`src/rtl/mgpio_pkg.sv`:
```
package mgpio_pkg;

   // Decoded kind of the current bus access
   typedef struct packed {
      logic win_wr;
      logic win_rd;
      logic dir_wr;
      logic dir_rd;
   } mgpio_acc_t;

   // Lowest byte-address bit used as a pin mask bit (word aligned bus)
   localparam int unsigned MGPIO_MASK_LSB = 2;

endpackage

```
`src/rtl/mgpio_sync.sv`:
```
module mgpio_sync #(
   parameter int unsigned WIDTH  = 8,
   parameter int unsigned STAGES = 2
) (
   input  logic             clk,
   input  logic             rst_n,
   input  logic [WIDTH-1:0] d,
   output logic [WIDTH-1:0] q
);

   if (WIDTH < 1) begin : g_bad_width
      $error("mgpio_sync: WIDTH must be at least 1");
   end

   if (STAGES == 0) begin : g_bypass
      assign q = d;
   end else begin : g_chain
      logic [WIDTH-1:0] stg_q [STAGES];

      always_ff @(posedge clk or negedge rst_n) begin
         if (!rst_n) begin
            for (int s = 0; s < STAGES; s++) stg_q[s] <= '0;
         end else begin
            stg_q[0] <= d;
            for (int s = 1; s < STAGES; s++) stg_q[s] <= stg_q[s-1];
         end
      end

      assign q = stg_q[STAGES-1];
   end

endmodule

```
`src/rtl/mgpio_decode.sv`:
```
module mgpio_decode
   import mgpio_pkg::*;
#(
   parameter int unsigned        ADDR_W   = 12,
   parameter int unsigned        PIN_W    = 8,
   parameter logic [ADDR_W-1:0]  DIR_ADDR = 12'h400
) (
   input  logic [ADDR_W-1:0] addr,
   input  logic              we,
   input  logic              re,
   output mgpio_acc_t        acc,
   output logic [PIN_W-1:0]  mask
);

   localparam int unsigned WIN_BITS = PIN_W + MGPIO_MASK_LSB;

   if (WIN_BITS >= ADDR_W) begin : g_bad_aw
      $error("mgpio_decode: ADDR_W too small for the data window");
   end
   if (DIR_ADDR < (ADDR_W'(1) << WIN_BITS)) begin : g_bad_dir
      $error("mgpio_decode: DIR_ADDR overlaps the data window");
   end

   logic win_hit;
   logic dir_hit;
   logic unused_lsbs;

   assign win_hit     = (addr[ADDR_W-1:WIN_BITS] == '0);
   assign dir_hit     = (addr[ADDR_W-1:MGPIO_MASK_LSB] == DIR_ADDR[ADDR_W-1:MGPIO_MASK_LSB]);
   assign mask        = addr[WIN_BITS-1:MGPIO_MASK_LSB];
   assign unused_lsbs = ^addr[MGPIO_MASK_LSB-1:0];    // byte lanes ignored

   always_comb begin
      acc        = '0;
      acc.win_wr = we && win_hit;
      acc.win_rd = re && win_hit;
      acc.dir_wr = we && dir_hit;
      acc.dir_rd = re && dir_hit;
   end

endmodule

```
`src/rtl/mgpio_regs.sv`:
```
module mgpio_regs
   import mgpio_pkg::*;
#(
   parameter int unsigned PIN_W = 8
) (
   input  logic             clk,
   input  logic             rst_n,
   input  mgpio_acc_t       acc,
   input  logic [PIN_W-1:0] mask,
   input  logic [PIN_W-1:0] wdata,
   output logic [PIN_W-1:0] out_q,
   output logic [PIN_W-1:0] dir_q
);

   // Per-pin output bit: updated only when its mask bit selects it
   for (genvar i = 0; i < PIN_W; i++) begin : g_pin
      always_ff @(posedge clk or negedge rst_n) begin
         if (!rst_n)                      out_q[i] <= 1'b0;
         else if (acc.win_wr && mask[i])  out_q[i] <= wdata[i];
      end
   end

   always_ff @(posedge clk or negedge rst_n) begin
      if (!rst_n)          dir_q <= '0;
      else if (acc.dir_wr) dir_q <= wdata;
   end

   AST_MASKED_WRITE: assert property (@(posedge clk) disable iff (!rst_n)
      acc.win_wr |=> (((out_q ^ $past(wdata)) & $past(mask)) == '0));
   AST_UNMASKED_HOLD: assert property (@(posedge clk) disable iff (!rst_n)
      acc.win_wr |=> (((out_q ^ $past(out_q)) & ~$past(mask)) == '0));
   AST_OUT_IDLE_HOLD: assert property (@(posedge clk) disable iff (!rst_n)
      !acc.win_wr |=> $stable(out_q));
   AST_DIR_HOLD: assert property (@(posedge clk) disable iff (!rst_n)
      !acc.dir_wr |=> $stable(dir_q));

endmodule

```
`src/rtl/mgpio_port.sv`:
```
module mgpio_port
   import mgpio_pkg::*;
#(
   parameter int unsigned       ADDR_W      = 12,
   parameter int unsigned       DATA_W      = 32,
   parameter int unsigned       PIN_W       = 8,
   parameter int unsigned       SYNC_STAGES = 2,
   parameter logic [ADDR_W-1:0] DIR_ADDR    = 12'h400
) (
   input  logic              clk,
   input  logic              rst_n,
   input  logic [ADDR_W-1:0] bus_addr,
   input  logic              bus_we,
   input  logic              bus_re,
   input  logic [DATA_W-1:0] bus_wdata,
   output logic [DATA_W-1:0] bus_rdata,
   input  logic [PIN_W-1:0]  pin_in,
   output logic [PIN_W-1:0]  pin_out,
   output logic [PIN_W-1:0]  pin_oe
);

   if (PIN_W > DATA_W) begin : g_bad_pins
      $error("mgpio_port: PIN_W exceeds DATA_W");
   end

   mgpio_acc_t       acc;
   logic [PIN_W-1:0] mask;
   logic [PIN_W-1:0] out_q;
   logic [PIN_W-1:0] dir_q;
   logic [PIN_W-1:0] in_sync;
   logic [PIN_W-1:0] level;
   logic [DATA_W-1:0] rdata_d;
   logic [DATA_W-1:0] rdata_q;

   mgpio_decode #(.ADDR_W(ADDR_W), .PIN_W(PIN_W), .DIR_ADDR(DIR_ADDR)) decode_i (
      .addr (bus_addr),
      .we   (bus_we),
      .re   (bus_re),
      .acc  (acc),
      .mask (mask)
   );

   mgpio_regs #(.PIN_W(PIN_W)) regs_i (
      .clk   (clk),
      .rst_n (rst_n),
      .acc   (acc),
      .mask  (mask),
      .wdata (bus_wdata[PIN_W-1:0]),
      .out_q (out_q),
      .dir_q (dir_q)
   );

   mgpio_sync #(.WIDTH(PIN_W), .STAGES(SYNC_STAGES)) sync_i (
      .clk   (clk),
      .rst_n (rst_n),
      .d     (pin_in),
      .q     (in_sync)
   );

   if (DATA_W > PIN_W) begin : g_wide_bus
      logic unused_wdata_hi;
      assign unused_wdata_hi = ^bus_wdata[DATA_W-1:PIN_W];
   end

   // Output pins read their driven value, input pins the synchronized level
   assign level = (dir_q & out_q) | (~dir_q & in_sync);

   always_comb begin
      rdata_d = '0;
      if (acc.win_rd)      rdata_d[PIN_W-1:0] = level & mask;
      else if (acc.dir_rd) rdata_d[PIN_W-1:0] = dir_q;
   end

   always_ff @(posedge clk or negedge rst_n) begin
      if (!rst_n) rdata_q <= '0;
      else        rdata_q <= rdata_d;
   end

   assign bus_rdata = rdata_q;
   assign pin_out   = out_q;
   assign pin_oe    = dir_q;

   AST_RD_MASKED: assert property (@(posedge clk) disable iff (!rst_n)
      acc.win_rd |=> ((bus_rdata[PIN_W-1:0] & ~$past(mask)) == '0));
   AST_RD_IDLE_ZERO: assert property (@(posedge clk) disable iff (!rst_n)
      !bus_re |=> (bus_rdata == '0));
   AST_RD_UNMAPPED: assert property (@(posedge clk) disable iff (!rst_n)
      (bus_re && !acc.win_rd && !acc.dir_rd) |=> (bus_rdata == '0));
   AST_RD_UPPER_ZERO: assert property (@(posedge clk) disable iff (!rst_n)
      (bus_rdata >> PIN_W) == '0);

endmodule

```
`config.mk`:
```
export PLATFORM = sky130hd
export DESIGN_NAME = mgpio_port
export DESIGN_NICKNAME = d
export VERILOG_FILES = /design/src/rtl/mgpio_pkg.sv /design/src/rtl/mgpio_sync.sv /design/src/rtl/mgpio_decode.sv /design/src/rtl/mgpio_regs.sv /design/src/rtl/mgpio_port.sv
export SDC_FILE = /design/constraint.sdc
export NUM_CORES = 1
export LEC_CHECK = 0
export BUFFER_PORTS_ARGS = -buffer_cell sky130_fd_sc_hd__buf_2
export CORE_ASPECT_RATIO = 1.2
export CORE_MARGIN = 2
export CORE_UTILIZATION = 30
export DETAILED_ROUTE_END_ITERATION = 6
export HOLD_SLACK_MARGIN = 0.02
export PLACE_DENSITY_LB_ADDON = 0.1
export SETUP_SLACK_MARGIN = 0.05
export SLEW_MARGIN = 15
export SYNTH_ARGS = -nofsm -noshare
export SYNTH_HDL_FRONTEND = slang
export SYNTH_SLANG_ARGS = --single-unit
```
`constraint.sdc`:
```
create_clock -name clk -period 1.5 [get_ports clk]
set_input_delay 0.3 -clock clk [delete_from_list [all_inputs] [get_ports clk]]
set_output_delay 0.3 -clock clk [all_outputs]
set_load 0.005 [all_outputs]
```
==> results.sh <==
export IMPL_synth_edff_count=0
export IMPL_gr_total_overflow=0
export IMPL_cp_endpoint="regs_i.dir_q[4]"
export IMPL_p_clk_share_pct=29.7
export IMPL_clock_skew_ns=0.003102
export IMPL_slowest_stage="sky130_fd_sc_hd__nor4_4"
export IMPL_placement_cell_area_sq_mm=0.002021
export IMPL_yosys_register_bits=40
export IMPL_leakagePower_nw=1.045
export IMPL_switching_power_uw=496.2
export IMPL_finalInstanceArea_sq_mm=0.002100
export IMPL_fin_tns_setup_ns=0
export IMPL_die_y_microns=87.26
export IMPL_startpoint="bus_addr[7]"
export IMPL_cp_required_ns=1.67
export IMPL_switching_fraction_pct=23.82
export IMPL_yosysMostFrequentCell="sky130_fd_sc_hd__dfrtp_1"
export IMPL_rows=30
export IMPL_firstDrtPassIters=4
export IMPL_clock_sinks=40
export IMPL_dp_worst_setup_slack_ns=-0.05302
export IMPL_r2r_start="regs_i.dir_q[2]"
export IMPL_cts_clk_slew_worst_paths_ns=0.07
export IMPL_ir_worst_vdd_uv=601.2
export IMPL_post_layout_nonfiller_instances=253
export IMPL_cts_buffers_inserted=5
export IMPL_area_occupied_by_multi_input_gates_sq_um=624.3
export IMPL_top_ff_cell_synth="sky130_fd_sc_hd__dfrtp_1"
export IMPL_path_depth=4
export IMPL_design_core_area_sq_mm=0.005630
export IMPL_tritoncts="yes"
export IMPL_finalMaxSlewViolations=0
export IMPL_critical_path_s_top_delay_family="simple AND/OR/NAND/NOR gates"
export IMPL_drt_iter0_markers=20
export IMPL_combinationalPowerShare_pct=12.8
export IMPL_reg2reg_depth=3
export IMPL_die_area_sq_mm=0.006403
export IMPL_final_layout_size_suffix_gt1_share_pct=47.62
export IMPL_initial_utilization_pct=30.78
export IMPL_min_period_ns=1.212
export IMPL_worst_setup_path_end_kind="register"
export IMPL_timing_reg2reg_setup_slack_ns=0.46
export IMPL_yosys_area_top_type_share_pct=57.76
export IMPL_place_congestion=0.6942
export IMPL_power_per_cell_area_mw_per_mm2=992.1
export IMPL_grt_pass1_wl_microns=5720
export IMPL_timing_critical_path_from_type="input port"
export IMPL_fillerInstances=565
export IMPL_cp_arrival_ns=1.38
export IMPL_grt_antenna_before_repair=0
export IMPL_critical_path_buf_inv_count=1
export IMPL_place_port_buffers=53
export IMPL_seq_power_share_pct=57.5
export IMPL_clock_insertion_delay_worst_skew_ns=0.28
export IMPL_max_clock_freq_mhz=825.2
export IMPL_gr_usage_all_layers_pct=12.35
export IMPL_synth_top_cells_by_area="sky130_fd_sc_hd__dfrtp_1 (58%), sky130_fd_sc_hd__mux2_2 (16%), sky130_fd_sc_hd__buf_4 (10%)"
export IMPL_asyncSetResetFlopFracSynth_pct=100.0
export IMPL_max_clock_path_buffers=2
export IMPL_dp_cells=247
export IMPL_internal_power_mw=1.587
export IMPL_timing_critical_path_fanout_max=8
export IMPL_route_detailed_drc=0
export IMPL_synth_seq_area_share_pct=57.76
export IMPL_wl_per_cell_microns=14.44
export IMPL_vias_in_the_first_global_route=1202
export IMPL_pin_count_of_the_biggest_net_entering_global_routing=23
export IMPL_drv_max_cap_violation_count=0
export IMPL_layout_area_overhead_vs_synth_pct=21.16
export IMPL_vias=1125
export IMPL_ctsHtreeMaxLevel=2
export IMPL_yosys_top_cells_count="sky130_fd_sc_hd__dfrtp_1 (40), sky130_fd_sc_hd__buf_4 (24), sky130_fd_sc_hd__mux2_2 (24), sky130_fd_sc_hd__nand3_1 (16)"
export IMPL_top_level_ports=104
export IMPL_finalHoldViolCount=0
export IMPL_via_per_inst=4.447
export IMPL_synth_largest_area_cell="sky130_fd_sc_hd__dfrtp_1"
export IMPL_layout_core_utilization_pct=37.29
export IMPL_status="finished, final reports clean"
export IMPL_design_power_mw=2.083
export IMPL_num_antenna_cells=0
export IMPL_dpl_hpwl_microns=2731
export IMPL_final_nets=247
export IMPL_setup_violations_final=0
export IMPL_cell_chain_of_the_critical_path="buf_2 > nor4_4 > nand4_4 > mux2_2"
export IMPL_register_area_sq_mm=0.001001
export IMPL_worst_hold_margin_ns=0.1208
export IMPL_worst_slack_setup_final_ns=0.2882
export IMPL_synthesis_yosys_warnings=0
export IMPL_post_cts_repair_setup_buffers=0
export IMPL_critical_path_max_stage_delay_ns=0.36
export IMPL_die_width_microns=73.38
export IMPL_postSynthAreaPerCell_sq_um=13.43
export IMPL_worst_hold_path_type="in2reg"
export IMPL_setup_worst_path_class="in2reg"
export IMPL_setup_repair_after_global_routing_missed_its_margin="false"
export IMPL_detail_route_antenna_nets=0
export IMPL_cts_root_buffer="sky130_fd_sc_hd__clkbuf_8"
export IMPL_syn_inst=129
export IMPL_yosysUniqueCellTypes=13
export IMPL_fin_crit_sh_pct=80.79
export IMPL_reg2reg_to="bus_rdata[2]"
export IMPL_syn_cell_area_sq_mm=0.001733
export IMPL_postRouteWirelength_microns=3654
==> cells by family (layout without fill, tap and decap cells) <==
| group | Yosys count | count (layout) | synth area share (%) |
|---|---|---|---|
| flip-flops | 40 | 40 | 57.76 |
| AND/OR/NAND/NOR | 29 | 29 | 11.77 |
| buffers and inverters | 27 | 64 | 11.19 |
| multiplexers | 24 | 24 | 15.60 |
| AO/OA/AOI/OAI | 8 | 8 | 3.466 |
| other | 1 | 24 | 0.2164 |
==> layout by cell type (no fill, tap or decap) <==
cell type / n
sky130_fd_sc_hd__mux2_2: 24
sky130_fd_sc_hd__nand4_1: 8
sky130_fd_sc_hd__a21boi_0: 8
sky130_fd_sc_hd__conb_1: 24
sky130_fd_sc_hd__buf_2: 53
sky130_fd_sc_hd__nor2_1: 1
sky130_fd_sc_hd__nor4_4: 2
sky130_fd_sc_hd__dlygate4sd3_1: 1
sky130_fd_sc_hd__nand3_1: 16
sky130_fd_sc_hd__dfrtp_1: 40
sky130_fd_sc_hd__nand4_4: 1
sky130_fd_sc_hd__buf_12: 1
sky130_fd_sc_hd__nor2b_1: 1
sky130_fd_sc_hd__buf_4: 4
sky130_fd_sc_hd__clkbuf_8: 5
==> layer usage <==
layer	GRT usage, %	routed length (microns)	up-vias
met5	0	0	-
met4	5.455	44	0
met3	3.472	202	4
met2	21.29	1871	55
met1	14.09	1535	539
li1	-	-	527
==> final cells by class <==
class / instances / area share [%]
sequential: 40 / 47.68
multi-input combinational: 85 / 29.74
timing repair buffer: 59 / 15.49
tap: 64 / 3.814
clock buffer: 5 / 3.278
==> registers in the layout, indices dropped and copies added, names as in the netlist <==
| signal | count |
|---|---|
| regs_i.out_q | 8 |
| regs_i.dir_q | 8 |
| bus_rdata | 8 |
| sync_i.g_chain.stg_q | 8 |
| sync_i.q | 8 |
==> worst min path at each step <==
stage                     cells after the start                  endpoint  startpoint  slack, ns
after floorplan                               0              bus_rdata[0]       rst_n      0.004
after global placement                        1  sync_i.g_chain.stg_q[12]       rst_n       0.26
after detailed placement                      1  sync_i.g_chain.stg_q[12]       rst_n       0.27
after CTS                                     1   sync_i.g_chain.stg_q[8]   pin_in[0]       0.11
after global routing                          1   sync_i.g_chain.stg_q[8]   pin_in[0]       0.10
final                                         1   sync_i.g_chain.stg_q[8]   pin_in[0]       0.12
==> repair_timing <==
item,CTS,global route
hold buffers,1,0
hold endpoints to repair,18,0
resized for setup,0,0
==> power groups by stage <==
stage                     logic, mW  clock network, mW  registers [mW]
after global routing          0.300              0.703            1.21
after global placement        0.263                  0            1.21
after CTS                     0.272              0.660            1.20
final                         0.266              0.619            1.20
after detailed placement      0.270                  0            1.22
after floorplan               0.148                  0            1.22
Note: power is estimated with default switching activity, not from simulation.
